$ cat src/rtl/floordiv_pkg.sv
package floordiv_pkg;
  typedef struct packed {
    logic load;
    logic step;
    logic finish;
  } divStrobe_t;

  typedef enum logic [1:0] {ST_IDLE, ST_RUN, ST_FIX} divState_t;
endpackage

$ cat src/rtl/floordiv_prep.sv
module floordiv_prep #(
  parameter int A_WIDTH = 8,
  parameter int B_WIDTH = 8,
  parameter int W = 9,
  parameter bit SIGNED_MODE = 1'b1
) (
  input  logic [A_WIDTH-1:0] opA,
  input  logic [B_WIDTH-1:0] opB,
  output logic [W-1:0]       aExt,
  output logic [W-1:0]       bExt,
  output logic [W-1:0]       numer,
  output logic               adjust,
  output logic               divisorZero,
  output logic               numNeg,
  output logic               divNeg
);
  logic [W-1:0] bias;

  generate
    if (SIGNED_MODE) begin : g_sext
      assign aExt = {{(W-A_WIDTH){opA[A_WIDTH-1]}}, opA};
      assign bExt = {{(W-B_WIDTH){opB[B_WIDTH-1]}}, opB};
    end else begin : g_zext
      assign aExt = {{(W-A_WIDTH){1'b0}}, opA};
      assign bExt = {{(W-B_WIDTH){1'b0}}, opB};
    end
  endgenerate

  // Divisor pulled one step toward zero.
  assign bias = bExt[W-1] ? (bExt + W'(1)) : (bExt - W'(1));

  always_comb begin
    adjust = 1'b0;
    if (SIGNED_MODE)
      adjust = (aExt[W-1] != bExt[W-1]) && (aExt != '0);
  end

  assign numer       = adjust ? (aExt - bias) : aExt;
  assign divisorZero = (bExt == '0);
  assign numNeg      = SIGNED_MODE && numer[W-1];
  assign divNeg      = SIGNED_MODE && bExt[W-1];
endmodule

$ cat src/rtl/floordiv_ctrl.sv
module floordiv_ctrl
  import floordiv_pkg::*;
#(
  parameter int W = 9
) (
  input  logic       clk,
  input  logic       rstN,
  input  logic       start,
  input  logic       divisorZero,
  output divStrobe_t strobe,
  output logic       busy,
  output logic       done
);
  localparam int CW = $clog2(W + 1);

  divState_t state, stateNext;
  logic [CW-1:0] stepCount;

  always_comb begin
    strobe    = '0;
    stateNext = state;
    case (state)
      ST_IDLE: if (start) begin
        strobe.load = 1'b1;
        stateNext   = divisorZero ? ST_FIX : ST_RUN;
      end
      ST_RUN: begin
        strobe.step = 1'b1;
        if (stepCount == CW'(W - 1)) stateNext = ST_FIX;
      end
      ST_FIX: begin
        strobe.finish = 1'b1;
        stateNext     = ST_IDLE;
      end
      default: stateNext = ST_IDLE;
    endcase
  end

  always_ff @(posedge clk or negedge rstN) begin
    if (!rstN) begin
      state     <= ST_IDLE;
      stepCount <= '0;
      done      <= 1'b0;
    end else begin
      state <= stateNext;
      done  <= strobe.finish;
      if (strobe.load)      stepCount <= '0;
      else if (strobe.step) stepCount <= stepCount + CW'(1);
    end
  end

  assign busy = (state != ST_IDLE);

  assert_done_pulse_R6: assert property (@(posedge clk) disable iff (!rstN)
    done |=> !done);
  assert_run_length_R6: assert property (@(posedge clk) disable iff (!rstN)
    (state == ST_FIX && !$past(strobe.load)) |-> ($past(stepCount) == CW'(W - 1)));
  assert_idle_at_done_R7: assert property (@(posedge clk) disable iff (!rstN)
    done |-> (state == ST_IDLE));
endmodule

$ cat src/rtl/floordiv_datapath.sv
module floordiv_datapath
  import floordiv_pkg::*;
#(
  parameter int Y_WIDTH = 8,
  parameter int W = 9
) (
  input  logic               clk,
  input  logic               rstN,
  input  divStrobe_t         strobe,
  input  logic [W-1:0]       aExt,
  input  logic [W-1:0]       bExt,
  input  logic [W-1:0]       numer,
  input  logic               adjust,
  input  logic               divisorZero,
  input  logic               numNeg,
  input  logic               divNeg,
  output logic [Y_WIDTH-1:0] quotient,
  output logic [Y_WIDTH-1:0] remainder,
  output logic               divByZero
);
  logic [W-1:0]       qSh, remAcc, magBR, magN, magB;
  logic [Y_WIDTH-1:0] aR, bR;
  logic               numNegR, divNegR, adjustR, zeroR;
  logic [W:0]         shifted, diff;
  logic [Y_WIDTH-1:0] qLow, rLow, qSigned, rTrunc, rFloor;

  assign magN = numNeg ? (W'(0) - numer) : numer;
  assign magB = divNeg ? (W'(0) - bExt) : bExt;

  // One restoring step: shift in the next dividend bit, try a subtract.
  assign shifted = {remAcc, qSh[W-1]};
  assign diff    = shifted - {1'b0, magBR};

  assign qLow    = qSh[Y_WIDTH-1:0];
  assign rLow    = remAcc[Y_WIDTH-1:0];
  assign qSigned = (numNegR ^ divNegR) ? (Y_WIDTH'(0) - qLow) : qLow;
  assign rTrunc  = numNegR ? (Y_WIDTH'(0) - rLow) : rLow;
  // Remainder of the corrected numerator mapped back onto the original dividend.
  assign rFloor  = !adjustR ? rTrunc :
                   divNegR  ? (rTrunc + bR + Y_WIDTH'(1)) :
                              (rTrunc + bR - Y_WIDTH'(1));

  always_ff @(posedge clk or negedge rstN) begin
    if (!rstN) begin
      qSh <= '0; remAcc <= '0; magBR <= '0;
      aR <= '0; bR <= '0;
      numNegR <= 1'b0; divNegR <= 1'b0; adjustR <= 1'b0; zeroR <= 1'b0;
      quotient <= '0; remainder <= '0; divByZero <= 1'b0;
    end else begin
      if (strobe.load) begin
        qSh     <= magN;
        remAcc  <= '0;
        magBR   <= magB;
        aR      <= aExt[Y_WIDTH-1:0];
        bR      <= bExt[Y_WIDTH-1:0];
        numNegR <= numNeg;
        divNegR <= divNeg;
        adjustR <= adjust;
        zeroR   <= divisorZero;
      end else if (strobe.step) begin
        if (!diff[W]) begin
          remAcc <= diff[W-1:0];
          qSh    <= {qSh[W-2:0], 1'b1};
        end else begin
          remAcc <= shifted[W-1:0];
          qSh    <= {qSh[W-2:0], 1'b0};
        end
      end
      if (strobe.finish) begin
        divByZero <= zeroR;
        quotient  <= zeroR ? '1 : qSigned;
        remainder <= zeroR ? aR : rFloor;
      end
    end
  end

  assert_rem_below_divisor_R2: assert property (@(posedge clk) disable iff (!rstN)
    (strobe.finish && !zeroR) |-> (remAcc < magBR));
  assert_operands_held_R7: assert property (@(posedge clk) disable iff (!rstN)
    !strobe.load |=> ($stable(bR) && $stable(aR) && $stable(magBR)));
  assert_results_held_R8: assert property (@(posedge clk) disable iff (!rstN)
    !strobe.finish |=> ($stable(quotient) && $stable(remainder) && $stable(divByZero)));
endmodule

$ cat src/rtl/floor_divider.sv
module floor_divider
  import floordiv_pkg::*;
#(
  parameter int A_WIDTH  = 8,
  parameter int B_WIDTH  = 8,
  parameter int Y_WIDTH  = 8,
  parameter bit A_SIGNED = 1'b1,
  parameter bit B_SIGNED = 1'b1
) (
  input  logic               clk,
  input  logic               rstN,
  input  logic               start,
  input  logic [A_WIDTH-1:0] dividend,
  input  logic [B_WIDTH-1:0] divisor,
  output logic               busy,
  output logic               done,
  output logic [Y_WIDTH-1:0] quotient,
  output logic [Y_WIDTH-1:0] remainder,
  output logic               divByZero
);
  localparam int MAX_AB = (A_WIDTH > B_WIDTH) ? A_WIDTH : B_WIDTH;
  localparam int MAX_W  = (MAX_AB > Y_WIDTH) ? MAX_AB : Y_WIDTH;
  localparam int W      = MAX_W + 1;
  localparam bit SIGNED_MODE = A_SIGNED && B_SIGNED;

  divStrobe_t   strobe;
  logic [W-1:0] aExt, bExt, numer;
  logic         adjust, divisorZero, numNeg, divNeg;

  floordiv_prep #(.A_WIDTH(A_WIDTH), .B_WIDTH(B_WIDTH), .W(W), .SIGNED_MODE(SIGNED_MODE)) uPrep (
    .opA(dividend), .opB(divisor), .aExt(aExt), .bExt(bExt), .numer(numer),
    .adjust(adjust), .divisorZero(divisorZero), .numNeg(numNeg), .divNeg(divNeg)
  );

  floordiv_ctrl #(.W(W)) uCtrl (
    .clk(clk), .rstN(rstN), .start(start), .divisorZero(divisorZero),
    .strobe(strobe), .busy(busy), .done(done)
  );

  floordiv_datapath #(.Y_WIDTH(Y_WIDTH), .W(W)) uData (
    .clk(clk), .rstN(rstN), .strobe(strobe), .aExt(aExt), .bExt(bExt),
    .numer(numer), .adjust(adjust), .divisorZero(divisorZero),
    .numNeg(numNeg), .divNeg(divNeg),
    .quotient(quotient), .remainder(remainder), .divByZero(divByZero)
  );

  assert_zero_quotient_R5: assert property (@(posedge clk) disable iff (!rstN)
    (done && divByZero) |-> (quotient == '1));
  assert_not_busy_after_done_R7: assert property (@(posedge clk) disable iff (!rstN)
    done |-> !busy);
endmodule

$ cat config.mk
export PLATFORM = sky130hd
export DESIGN_NAME = floor_divider
export DESIGN_NICKNAME = d
export VERILOG_FILES = /design/src/rtl/floordiv_pkg.sv /design/src/rtl/floordiv_prep.sv /design/src/rtl/floordiv_ctrl.sv /design/src/rtl/floordiv_datapath.sv /design/src/rtl/floor_divider.sv
export SDC_FILE = /design/constraint.sdc
export NUM_CORES = 1
export LEC_CHECK = 0
export BUFFER_PORTS_ARGS = -buffer_cell sky130_fd_sc_hd__buf_2
export CORE_ASPECT_RATIO = 0.8
export CORE_MARGIN = 2
export CORE_UTILIZATION = 57
export DETAILED_ROUTE_END_ITERATION = 10
export GPL_ROUTABILITY_DRIVEN = 0
export HOLD_SLACK_MARGIN = 0.05
export PLACE_DENSITY_LB_ADDON = 0.2
export SETUP_SLACK_MARGIN = 0.3
export SLEW_MARGIN = 20
export SYNTH_ARGS = -nofsm -noshare
export SYNTH_HDL_FRONTEND = slang
export SYNTH_SLANG_ARGS = --single-unit
$ cat constraint.sdc
create_clock -name clk -period 3.8 [get_ports clk]
set_clock_uncertainty 0.05 [all_clocks]
set_input_delay 0.38 -clock clk [delete_from_list [all_inputs] [get_ports clk]]
set_output_delay 0.38 -clock clk [all_outputs]
set_load 0.02 [all_outputs]
; Word level (Yosys, flattened, before mapping)
; Index checks and enable logic that the tools add are counted.
[totals]
input_bits = 19
elab_cells = 67
latch_bits = 0
ff_bits = 71
mem_count = 0
out_inout_bits = 19
ram_bits = 0
rom_bits = 0
[classes]
reduce_logical = 7
n_div = 0
mul = 0
magnitude_cmp = 0
bitwise_logic = 1
muxes = 26
shifts = 0
addsub = 12
n_eq_ne = 6
[op_table]
columns = cell, n
row1 = $mux W9, 9
row2 = $mux W8, 6
row3 = $sub A1 B8 Y8 const A, 2
row4 = $sub A10 B9 Y10, 1
row5 = $add A8 B2 Y9 const B, 1
row6 = $logic_not A9 Y1, 1
row7 = $reduce_bool A9 Y1, 1
row8 = $sub A1 B8 Y9 const A, 1
row9 = $sub A1 B9 Y9 const A, 1
row10 = $sub A8 B2 Y9 const B, 1
row11 = $sub A9 B9 Y9, 1
row12 = $add A8 B1 Y8 const B, 1
row13 = $add A8 B8 Y8, 1
row14 = $mux W4, 2
row15 = $sub A8 B1 Y8 const B, 1
row16 = $mux W2, 3
row17 = $mux W1, 5
row18 = $add A4 B1 Y4 const B, 1
row19 = $eq A4 B4 Y1 const B, 1
row20 = $pmux W2 S2, 1
row21 = $reduce_bool A2 Y1, 2
row22 = $eq A2 B1 Y1 const B, 1
row23 = $eq A2 B2 Y1 const B, 1
row24 = $logic_not A2 Y1, 1
row25 = other kinds (6), 6

; Logic depth before layout (Yosys ltp)
; Gate-level depths: netlist (run 1).
[logic_depth]
depth_word = 7
mapped_depth = 20
depth_no_buf = 20

; Cells and area by module
; A second synthesis (run 1) with hierarchy kept.
[hier_totals]
hier_cells = 602
area_unflattened_um2 = 5514.0
[modules_own_cells]
columns = module, area_each_um2, n_inst, seq_area_each_um2, cells_each
row1 = floordiv_datapath, 4220.3, 1, 1576.5, 442
row2 = floordiv_prep, 954.7, 1, 0.0, 128
row3 = floordiv_ctrl, 339.1, 1, 175.2, 32

; Least setup slack after synthesis (run 1)
; OpenSTA, ideal clock, no wires.
[synth_path]
path_kind = reg2reg
startpoint = reg uData.remAcc[0]
endpoint = reg uData.remainder[7]
n_path_buf = 0
path_slack_ns = 0.339
t_arrival_ns = 3.285
path_stages_with_launch = 17
setup_time_ns = 0.126
required_time_ns = 3.624
period_less_slack_ns = 3.461
cell_sequence = dfrtp_1 -> inv_1 -> ha_1 -> nand2_1 -> o21ai_0 -> inv_1 -> fa_1 -> inv_1 -> ha_1 -> a21o_1 -> a21oi_1 -> o21ai_1 -> o41ai_1 -> xnor2_1 -> nand2_1 -> xnor2_1 -> a221o_1
[synth_via]
elab_chain_len = 7
elab_cells_between_ends = 8
classes_between = add/sub (4) / mux (4)
[synth_lines]
columns = item, line_no
row1 = start: declaration, floordiv_datapath.sv:21  ; logic [W-1:0] qSh, remAcc, magBR, magN, magB;
row2 = start signal: assignment, floordiv_datapath.sv:62  ; remAcc <= diff[W-1:0];
row3 = start signal: assignment, floordiv_datapath.sv:65  ; remAcc <= shifted[W-1:0];
row4 = $sub A1 B8 Y8, floordiv_datapath.sv:37  ; assign rTrunc = numNegR ? (Y_WIDTH'(0) - rLow) : rLow;
row5 = $mux W8 *, floordiv_datapath.sv:37
row6 = $add A8 B8 Y8, "floordiv_datapath.sv:40, floordiv_datapath.sv:41"
row7 = $sub A8 B1 Y8 or $add A8 B1 Y8 (tied branches), "floordiv_datapath.sv:41, floordiv_datapath.sv:40"
row8 = $mux W8, floordiv_datapath.sv:40  ; divNegR ? (rTrunc + bR + Y_WIDTH'(1)) :
row9 = $mux W8 *, floordiv_datapath.sv:39  ; assign rFloor = !adjustR ? rTrunc :
row10 = $mux W8 *, floordiv_datapath.sv:72  ; remainder <= zeroR ? aR : rFloor;
row11 = end signal: assignment, floordiv_datapath.sv:72
row12 = end: declaration, floordiv_datapath.sv:18  ; output logic [Y_WIDTH-1:0] remainder,
; Every way passes the cells marked *; elsewhere a longest branch is shown, timed or not.
; A chain may end at the register's enable or synchronous reset.

; Final worst setup path (run 1)
[layout_path]
startpoint = reg uData.remAcc[1]
endpoint = reg uData.remainder[7]
; The elaborated chain is that of the path after synthesis.

==> results.md, run 1 <==
- Fin. Hold Viols: 2
- Number of detailed-route iterations in the first pass: 5
- CTS clk-pin slew, worst paths: 0.06 ns
- Post-cts hold buffer count: 0
- Met3 usage: 4.27%
- CTS buffer count: 9
- Initial antenna violation count: 0
- Fill count: between 700 and 800
- RSZ-0062 raised after global routing: true
- Failing checks: hold timing
- Root Driver: clkbuf_16
- Clock sink total: slightly below 70
- Initial Util: 57.8%
- CP top delay family: adder cells
- DIE HEIGHT: between 80 and 90 um
- Nets@finish: 722
- Footprint of the multi-input gates: 3430 um^2
- Grt met1 use: a little over a third
- Layout cells sized above 1: 17.7%
- Largest net degree at the start of global routing: 49
- Synth top area share: 33.3%
- Async SR Flop Fraction: between 90% and 100%
- 1st-iter DRT viols: between 300 and 400
- Post-route DRC: 0
- Crit-path max FO: 3
- Maxcap violations: 0
- Simple-gate area share of the yosys netlist: 17.2%
- FMAX: 0.292 GHz
- Register area share after synthesis: between 30% and 40%
- R2R cell count: 18
- Critical Path AT: 3.59 ns
- Kind of critical path: flip-flop to flip-flop
- Post-DP HPWL: 9.47 mm
- Commonest register cell after synthesis: dfrtp_1
- Worst slew pin tran: 0.899 ns
- Crit Reg-Reg Startpoint: uData.remAcc[1]
- Post-Synth XOR/XNOR Area: roughly 9%
- First-pass GRT wire length: 20.0 mm
- Required @ worst endpoint: 3.97 ns
- Headroom to the max-slew limit: 40.1%
- Vias per std cell: 5.85
- Adder-cell area share of the yosys netlist: 12.3%
- Clock tree buffer depth: 2
- Largest family of logic cells by synthesized area: compound AO/OA/AOI/OAI gates
- CP peak stage delay: 0.37 ns
- Post-synth EDFFs: 0
- Tmin final: roughly 3.4 ns
- Core footprint: 8960 um^2
- Final worst-path cycle share: 90.1%
- Area growth syn-to-layout: 17.3%
- Met2 Use GR: 42.0%
- Most common cell on crit path: inv_2
- Setup-failing EPs final: 0
- Vias in the first global route: about 4100
- Most frequent cells in the layout: nand2_1 (79), dfrtp_1 (67), nor2_1 (52)
- GRT Util Overall: 25.6%
- GRT overflow: 0
- Min-delay worst type: input pin to asynchronous set/reset pin
- CP Cell Sequence: inv_2 -> ha_4 -> nand2_4 -> o21ai_4 -> inv_2 -> fa_2 -> inv_2 -> a21o_1 -> a21oi_2 -> xnor2_1 -> ha_1 -> nand2_2 -> o21ai_2 -> o41ai_2 -> xnor2_1 -> nand2_1 -> xnor2_2 -> a221o_1
- Yosys warning total: 0
- Post-synthesis compound-gate area fraction: 19.8%
- Seq. cell area: 1730 um^2
- # placed instances: 749
- CTS tree: built
- Netlist Area Pre-Place: 5180 um^2
- Hold slack: -0.00559 ns
- Cell count after synthesis: 608
- Reg2reg setup slack: ~0.38 ns
- Routed WL: 12.9 mm
- Commonest non-fill, non-tap cell in the layout: nand2_1
- Status: complete, but fails checks
- Die Area: between 9000 and 10000 um^2
- Cell Rows: 31
- Total number of vias: 4533
- Max Slew Vio Count: 0
- Mapped Nets: 675
- Most used routing layer: met2
- Die width: around 110 um
- I/O pin count: 38
- Routed Antenna Nets: 0
- FF+latch count, synth: 69
- Syn Area/Cell: roughly 8.5 um^2
- I/O Buffers: 37
- Yosys top cell by area: dfrtp_1
- Diodes inserted: 0
- # H-tree levels: 3
- CP endpoint kind: flip-flop
- Distinct cells, synth: 58
- WL/cell: roughly 17 um
- Critical register-to-register path endpoint: uData.remainder[7]
- Multiplexer share of the synthesized area: 3.94%
- CP max stage cell: dfrtp_1
- Worst-Skew Late Latency: roughly 0.33 ns
- Final Non-Filler Cells: 775
- Buf/Inv on CP: 3
- Crit path launch type: flip-flop
- Synth area leaders: dfrtp_1 (33%), ha_1 (10%), xnor2_1 (6.3%), nand2_1 (5.9%), o21ai_0 (4.2%)
## state kept, by name (all words and copies together), names as in the netlist
register and flops:
uCtrl.done 1, uCtrl.state 2, uCtrl.stepCount 4, uData.aR 8, uData.adjustR 1, uData.bR 7, uData.divByZero 1, uData.divNegR 1
uData.magBR 8, uData.numNegR 1, uData.qSh 9, uData.quotient 8, uData.remAcc 9, uData.remainder 8, uData.zeroR 1
## per-stage QoR
stage / TNS [ns] / area, um^2 / hold slack, ns / setup WS (ns) / utilization (%)
5_1_grt: 0 / 6080 / 0.0570 / 0.137 / 67.8
3_3_place_gp: 0 / 5510 / 0.405 / 0.130 / 61.5
3_5_place_dp: -0.176 / 5510 / 0.416 / -0.0531 / 61.5
2_1_floorplan: 0 / 5180 / 0.0344 / 0.339 / -
6_report: 0 / 6080 / -0.00559 / 0.375 / 67.8
4_1_cts: 0 / 5850 / 0.224 / 0.312 / 65.3
## worst max-delay path by stage
stage	from	end	depth (start not counted)
finish	uData.remAcc[1]	uData.remainder[7]	18
global route	uData.remAcc[1]	uData.remainder[7]	18
CTS	uData.remAcc[0]	uData.remainder[7]	18
detailed placement	divisor[1]	uData.qSh[1]	16
global placement	uData.remAcc[1]	uData.remainder[7]	16
floorplan	uData.remAcc[0]	uData.remainder[7]	16
## what timing repair did
action | CTS | global route
setup endpoints to repair | 5 | 10
gates resized for setup | 9 | 32
buffers inserted | 1 | 9
pin swaps | 0 | 23
hold endpoints to repair | 0 | 0
## synth_stat cells, drive strengths merged, types with 6 or more instances
library cell   n
clkbuf        16
dfrtp         69
nand2         82
nor2          54
inv           40
nor3           9
nand2b         9
a21o           8
ha            43
nand3         14
xnor2         37
a211oi         6
o21ai         66
a22oi          6
o31ai          7
xor2          16
o21bai         7
mux2i         17
a21oi         31
nor2b          7
## layout make-up
class,instances,share of cell area [%]
Inverter,41,2.53
Tap cell,115,2.37
Timing Repair Buffer,56,5.44
Clock buffer,9,3.71
Multi-Input combinational cell,478,56.5
Clock inverter,7,1.03
Sequential cell,69,28.5
## routing by layer
| layer | vias up | share of wire, % |
|---|---|---|
| met5 | - | 0 |
| met4 | 0 | 1.3 |
| met3 | 18 | 5.3 |
| met2 | 146 | 47 |
| met1 | 2150 | 46 |
| li1 | 2219 | - |
## kinds of logic after synthesis
logic type | after synthesis
and+or+nand+nor | 196
AOI/OAI and AO/OA | 161
DFF | 69
buffers and inverters | 61
xor gates and xnor gates | 53
adders and majority gates | 48
muxes | 20
Power of run 1 is not shown: default switching activity piles up to over one toggle a cycle in this logic, so the estimate is an artifact.
==> inputs of run 2 (changes only) <==
CORE_MARGIN = unset   (was 2)
CORE_UTILIZATION = 35   (was 57)
CTS_BUF_LIST = sky130_fd_sc_hd__clkbuf_8   (was unset)
==> run 2 against run 1 <==
Compared with the run above: worst setup slack worse by 0.096 ns; first-iteration DRC count down 36%; cell count up 8.6%; flip-flop and latch count unchanged; highest routed layer unchanged; hold slack better by 0.25 ns; sequential share of layout area up 0.23 points; non-clock buffer count down 2; utilization down 26 points; largest cell class unchanged; the flow now finishes without violations; routed wire length up 2.9%; via count down 3.8%.
==> results.md, run 2 (same netlist as run 1, synthesis figures left out) <==
- Max VDD drop: 671 uV
- Leak: 2.80 nW
- CTS tree: built
- GRT Util Overall: 17.7% (-7.9 points)
- Diodes inserted: 0 (unchanged)
- Commonest non-fill, non-tap cell in the layout: nand2_1
- Cell Rows: 39 (+26%)
- I/O pin count: 38 (unchanged)
- Setup TNS: 0 ns (unchanged)
- Initial Util: 36.1% (-22 points)
- I/O Buffers: 37 (unchanged)
- FMAX: 0.284 GHz (-2.7%)
- Layout cells sized above 1: 17.2% (-0.55 points)
- Clock sink total: 69 (unchanged)
- Initial antenna violation count: 0 (unchanged)
- Worst slew pin tran: 0.900 ns (+0.00110 ns)
- Nets@finish: 720 (-0.28%)
- Die Area: 15300 um^2 (+55%)
- Total number of vias: 4361 (-3.8%)
- CP endpoint kind: flip-flop
- Status: complete, no violations
- Max Slew Vio Count: 0 (unchanged)
- Number of detailed-route iterations in the first pass: 4 (-1)
- CTS buffer count: 9 (unchanged)
- Vias in the first global route: 4176 (+2.4%)
- Most frequent cells in the layout: nand2_1 (81), dfrtp_1 (67), nor2_1 (52)
- RSZ-0062 raised after global routing: true
- Design area: 6030 um^2 (-0.80%)
- Top flop regs: uData.qSh: 9 flops, uData.remAcc: 9 flops
- Crit path launch type: flip-flop
- Kind of critical path: flip-flop to flip-flop
- Vias per std cell: 5.18 (-11%)
- Post-DP HPWL: 9.96 mm (+5.2%)
- Maxcap violations: 0 (unchanged)
- Fin. Hold Viols: 0 (-2)
- DIE HEIGHT: 111 um (+24%)
- Critical Path AT: 3.72 ns (+0.13 ns)
- Clock tree buffer depth: 2 (unchanged)
- Tmin final: 3.52 ns (+0.0965 ns)
- First-pass GRT wire length: 21.6 mm (+8.0%)
- Final worst-path cycle share: 92.7% (+2.5 points)
- Routed Antenna Nets: 0 (unchanged)
- Headroom to the max-slew limit: 40.0% (-0.074 points)
- Cell Area, Placed: 5610 um^2 (+1.7%)
- 1st-iter DRT viols: 213 (-36%)
- Core footprint: 14300 um^2 (+60%)
- Required @ worst endpoint: 4.00 ns (+0.03 ns)
- Routed WL: 13.3 mm (+2.9%)
- Area growth syn-to-layout: 16.3%
- WL/cell: 15.8 um (-5.3%)
- Largest net degree at the start of global routing: 57 (+16%)
- Root Driver: clkbuf_8
- Crit-path max FO: 3 (unchanged)
- GRT overflow: 0 (unchanged)
- Post-route DRC: 0 (unchanged)
- Die width: 138 um (+25%)
- Min-delay worst type: input pin to flip-flop
- Worst-Skew Late Latency: 0.37 ns (+0.04 ns)
- # H-tree levels: 3 (unchanged)
- Setup-failing EPs final: 0 (unchanged)
- CTS clk-pin slew, worst paths: 0.08 ns (+0.02 ns)
- Pwr per Cell Area: 1110 nW/um^2
run 2: path summary, 6_finish.rpt:
path | from | endpoint | slack, ns | cells after the start
worst max-delay path | uData.remAcc[0] | uData.remainder[7] | 0.28 | 20
worst min-delay path | divisor[5] | uData.bR[5] | 0.25 | 3
worst max register to register | uData.remAcc[0] | uData.remainder[7] | 0.28 | 20
worst min register to register | uData.aR[3] | uData.aR[3] | 0.43 | 2
max in group asynchronous | rstN | uData.remAcc[2] | 2.40 | 3
min in group asynchronous | rstN | uData.divByZero | 0.52 | 2
run 2: where the power goes:
| part | internal (W) | total [W] | switching [W] | leakage, nW |
|---|---|---|---|---|
| registers | 0.00107 | 0.00139 | 0.000327 | 0.869 |
| logic | 0.00217 | 0.00471 | 0.00254 | 1.84 |
| clock network | 0.000272 | 0.000576 | 0.000304 | 0.0953 |
| total | 0.00351 | 0.00668 | 0.00317 | 2.80 |
run 2: metrics by stage:
stage / total power, W / std cells / hold WS (ns) / setup slack, ns / util [%]
global route: 0.00734 / 842 / 0.239 / 0.0975 / 42.0
global placement: 0.00543 / 818 / 0.408 / 0.0835 / 39.0
detailed placement: 0.00556 / 818 / 0.413 / 0.00939 / 39.1
finish: 0.00668 / 842 / 0.246 / 0.279 / 42.0
CTS: 0.00647 / 837 / 0.194 / 0.304 / 41.0
floorplan: 0.00463 / 608 / 0.0344 / 0.339 / -
run 2: timing repair:
item / in CTS / in global routing
setup buffers: 3 / 4
hold buffers: 0 / 1
resized for setup: 17 / 21
hold endpoints to repair: 0 / 46
cloned: 0 / 0
endpoints found under the setup margin: 2 / 10
pin swaps: 13 / 12
run 2: critical path: stages, from the launching register on:
cell and delay [ns]:
dfrtp_1 0.37, inv_2 0.07, ha_4 0.26, nand2_2 0.06, o21ai_4 0.10, inv_2 0.06
fa_2 0.37, inv_2 0.05, a21o_1 0.11, a21oi_2 0.06, o21bai_1 0.15, a21oi_1 0.10
xnor2_1 0.14, ha_2 0.33, nor2_1 0.04, nor2_1 0.15, o41ai_2 0.11, xnor2_1 0.18
nand2_1 0.11, xnor2_2 0.19, a221o_1 0.33
run 2: cell type report:
| type | count | area, um^2 |
|---|---|---|
| inverter | 41 | 154 |
| fill | 1445 | 8320 |
| clock inverter | 5 | 35.0 |
| clock buffer | 11 | 151 |
| timing repair buffer | 54 | 318 |
| multi-input combinational | 478 | 3410 |
| tap | 184 | 230 |
| sequential | 69 | 1730 |
run 2: routing by layer:
| layer | track usage [%] | routed length (um) | up-vias |
|---|---|---|---|
| met5 | 0 | 0 | - |
| met4 | 4.76 | 129 | 0 |
| met3 | 3.33 | 499 | 9 |
| met2 | 25.1 | 5570 | 76 |
| met1 | 27.1 | 7120 | 2069 |
| li1 | - | - | 2207 |
(Power assumes the default switching activity.)
==> inputs of run 3 (changes only) <==
clock period = 4.1 ns   (was 3.8 ns; I/O delays follow)
==> run 3 against run 2 <==
Compared with the run above: hold slack got worse by 0.099 ns; maximum frequency down 1.1%; utilization shrank 1.8 points; clock power fell by 18%; critical path type unchanged; clock-buffer cell count decreased by 2; die area unchanged; worst setup slack improved by 0.26 ns; critical path depth unchanged; non-clock buffer count fell by 9; power down 15%.
==> results.md, run 3 (same netlist as run 1, synthesis figures left out) <==
- Status: complete, no violations
- I/O Buffers: 37 (unchanged)
- GRT Util Overall: 17.5% (-0.22 points)
- Initial antenna violation count: 0 (unchanged)
- Top flop regs: uData.qSh: 9 flops, uData.remAcc: 9 flops
- Core footprint: 14300 um^2 (unchanged)
- Die width: 138 um (unchanged)
- Pwr per Cell Area: 982 nW/um^2 (-11%)
- # H-tree levels: 3 (unchanged)
- Total number of vias: 4295 (-1.5%)
- Max VDD drop: 462 uV (-31%)
- Reg2reg setup slack: 0.54 ns (+0.26 ns)
- Final Non-Filler Cells: 832 (-1.2%)
- FMAX: 0.281 GHz (-1.1%)
- Post-cts hold buffer count: 0 (unchanged)
- Setup TNS: 0 ns (unchanged)
- Worst slew pin tran: 0.936 ns (+0.0354 ns)
- Worst-Skew Late Latency: 0.35 ns (-0.02 ns)
- # placed instances: 815 (-0.37%)
- Post-DP HPWL: 10.1 mm (+1.6%)
- WL/cell: 15.4 um (-2.9%)
- Clock tree buffer depth: 2 (unchanged)
- Required @ worst endpoint: 4.29 ns (+0.29 ns)
- GRT overflow: 0 (unchanged)
- Beginning of the critical path: uData.remAcc[0]
- CTS buffer count: 9 (unchanged)
- Max Slew Vio Count: 0 (unchanged)
- Clock sink total: 69 (unchanged)
- Most frequent cells in the layout: nand2_1 (82), dfrtp_1 (68), nor2_1 (52)
- Min-delay worst type: input pin to asynchronous set/reset pin
- Crit path launch type: flip-flop
- CTS clk-pin slew, worst paths: 0.08 ns (about the same)
- Headroom to the max-slew limit: 37.6% (-2.4 points)
- Crit Reg-Reg Startpoint: uData.remAcc[0]
- Setup-failing EPs final: 0 (unchanged)
- Tmin final: 3.56 ns (+0.0404 ns)
- RSZ-0062 raised after global routing: false
- Number of detailed-route iterations in the first pass: 4 (unchanged)
- CP endpoint kind: flip-flop
- Cell Rows: 39 (unchanged)
- Kind of critical path: flip-flop to flip-flop
- Crit-path max FO: 4 (+1)
- Critical Path AT: 3.75 ns (+0.03 ns)
- Commonest non-fill, non-tap cell in the layout: nand2_1
- Leak: 2.71 nW (-3.2%)
- CTS tree: built
- DIE HEIGHT: 111 um (unchanged)
- Post-route DRC: 0 (unchanged)
- Pwr Total: 0.00567 W (-15%)
- Fin. Hold Viols: 0 (unchanged)
- Root Driver: clkbuf_8
- Initial Util: 36.1% (unchanged)
- Largest net degree at the start of global routing: 41 (-28%)
- Layout cells sized above 1: 11.7% (-5.4 points)
- Area growth syn-to-layout: 11.3%
- Vias in the first global route: 4235 (+1.4%)
- Vias per std cell: 5.16 (-0.33%)
- Final worst-path cycle share: 86.9% (-5.8 points)
- Routed WL: 12.8 mm (-4.1%)
- Setup crit end: uData.remainder[7]
- R2R cell count: 20 (unchanged)
- Critical register-to-register path endpoint: uData.remainder[7]
- Nets@finish: 711 (-1.3%)
- Routed Antenna Nets: 0 (unchanged)
- 1st-iter DRT viols: 232 (+8.9%)
- Diodes inserted: 0 (unchanged)
- Die Area: 15300 um^2 (unchanged)
- Maxcap violations: 0 (unchanged)
- I/O pin count: 38 (unchanged)
- First-pass GRT wire length: 21.6 mm (unchanged)
-- run 3: cell types whose count changed in the layout (fill, tap and decap cells not counted), moves of 4 or more --
cell,change
buf_4,-9
inv_1,+7
inv_2,-5
a21oi_1,+4
a21oi_2,-4
ha_1,+4
-- run 3: layout make-up --
type | count | area (um^2)
fillers | 1514 | 8580
multi-input cells | 478 | 3250
flip-flops and latches | 69 | 1730
repair buffers | 45 | 245
well taps | 184 | 230
inverters | 41 | 154
clock buffers | 9 | 124
clock inverters | 6 | 33.8
-- run 3: repair_timing --
item	in CTS	in global routing
gates resized for setup	1	4
buffers inserted	0	2
setup endpoints to repair	1	1
-- run 3: report_power, final --
group	leakage, nW	internal, W	switching (W)
clock	0.0874	0.000211	0.000263
sequential	0.871	0.000987	0.000290
combinational	1.76	0.00177	0.00215
total	2.71	0.00296	0.00270
-- run 3: worst min-delay path by stage --
stage                        from  depth (start not counted)            endpoint
2_1_floorplan                rstN                          0          uCtrl.done
3_3_place_gp   uData.remainder[2]                          2  uData.remainder[2]
3_5_place_dp   uData.remainder[4]                          1  uData.remainder[4]
4_1_cts                      rstN                          1   uData.quotient[1]
5_1_grt                      rstN                          1   uData.quotient[1]
6_report                     rstN                          1  uData.remainder[5]
-- run 3: through the flow --
stage / cell area, um^2 / utilization (%) / hold slack [ns] / worst slack [ns]
after floorplan: 5180 / - / 0.0644 / 0.639
after global placement: 5570 / 38.9 / 0.407 / 0.352
after detailed placement: 5570 / 38.9 / 0.415 / 0.209
after CTS: 5730 / 40.0 / 0.176 / 0.365
after global routing: 5770 / 40.2 / 0.212 / 0.295
final: 5770 / 40.2 / 0.147 / 0.538
-- run 3: layer usage --
| layer | share of wire (%) | global-route usage (%) | wire, um | up-vias |
|---|---|---|---|---|
| li1 | - | - | - | 2185 |
| met3 | 2.5 | 2.33 | 320 | 9 |
| met1 | 54 | 26.0 | 6870 | 2045 |
| met2 | 43 | 26.4 | 5490 | 56 |
| met5 | 0 | 0 | 0 | - |
| met4 | 0.81 | 4.69 | 104 | 0 |
-- run 3: worst max-delay path, cell delays in order (launching register included) --
cell,delay [ns]
dfrtp_2,0.39
inv_1,0.08
ha_1,0.27
nand2_1,0.04
o21ai_1,0.15
inv_1,0.09
fa_1,0.44
inv_1,0.07
a21o_1,0.12
a21oi_2,0.07
o21bai_1,0.14
a21oi_1,0.10
xnor2_1,0.13
ha_1,0.30
nor2_1,0.04
nor2_1,0.15
o41ai_2,0.10
xnor2_1,0.16
nand2_1,0.08
xnor2_1,0.16
a221o_1,0.31
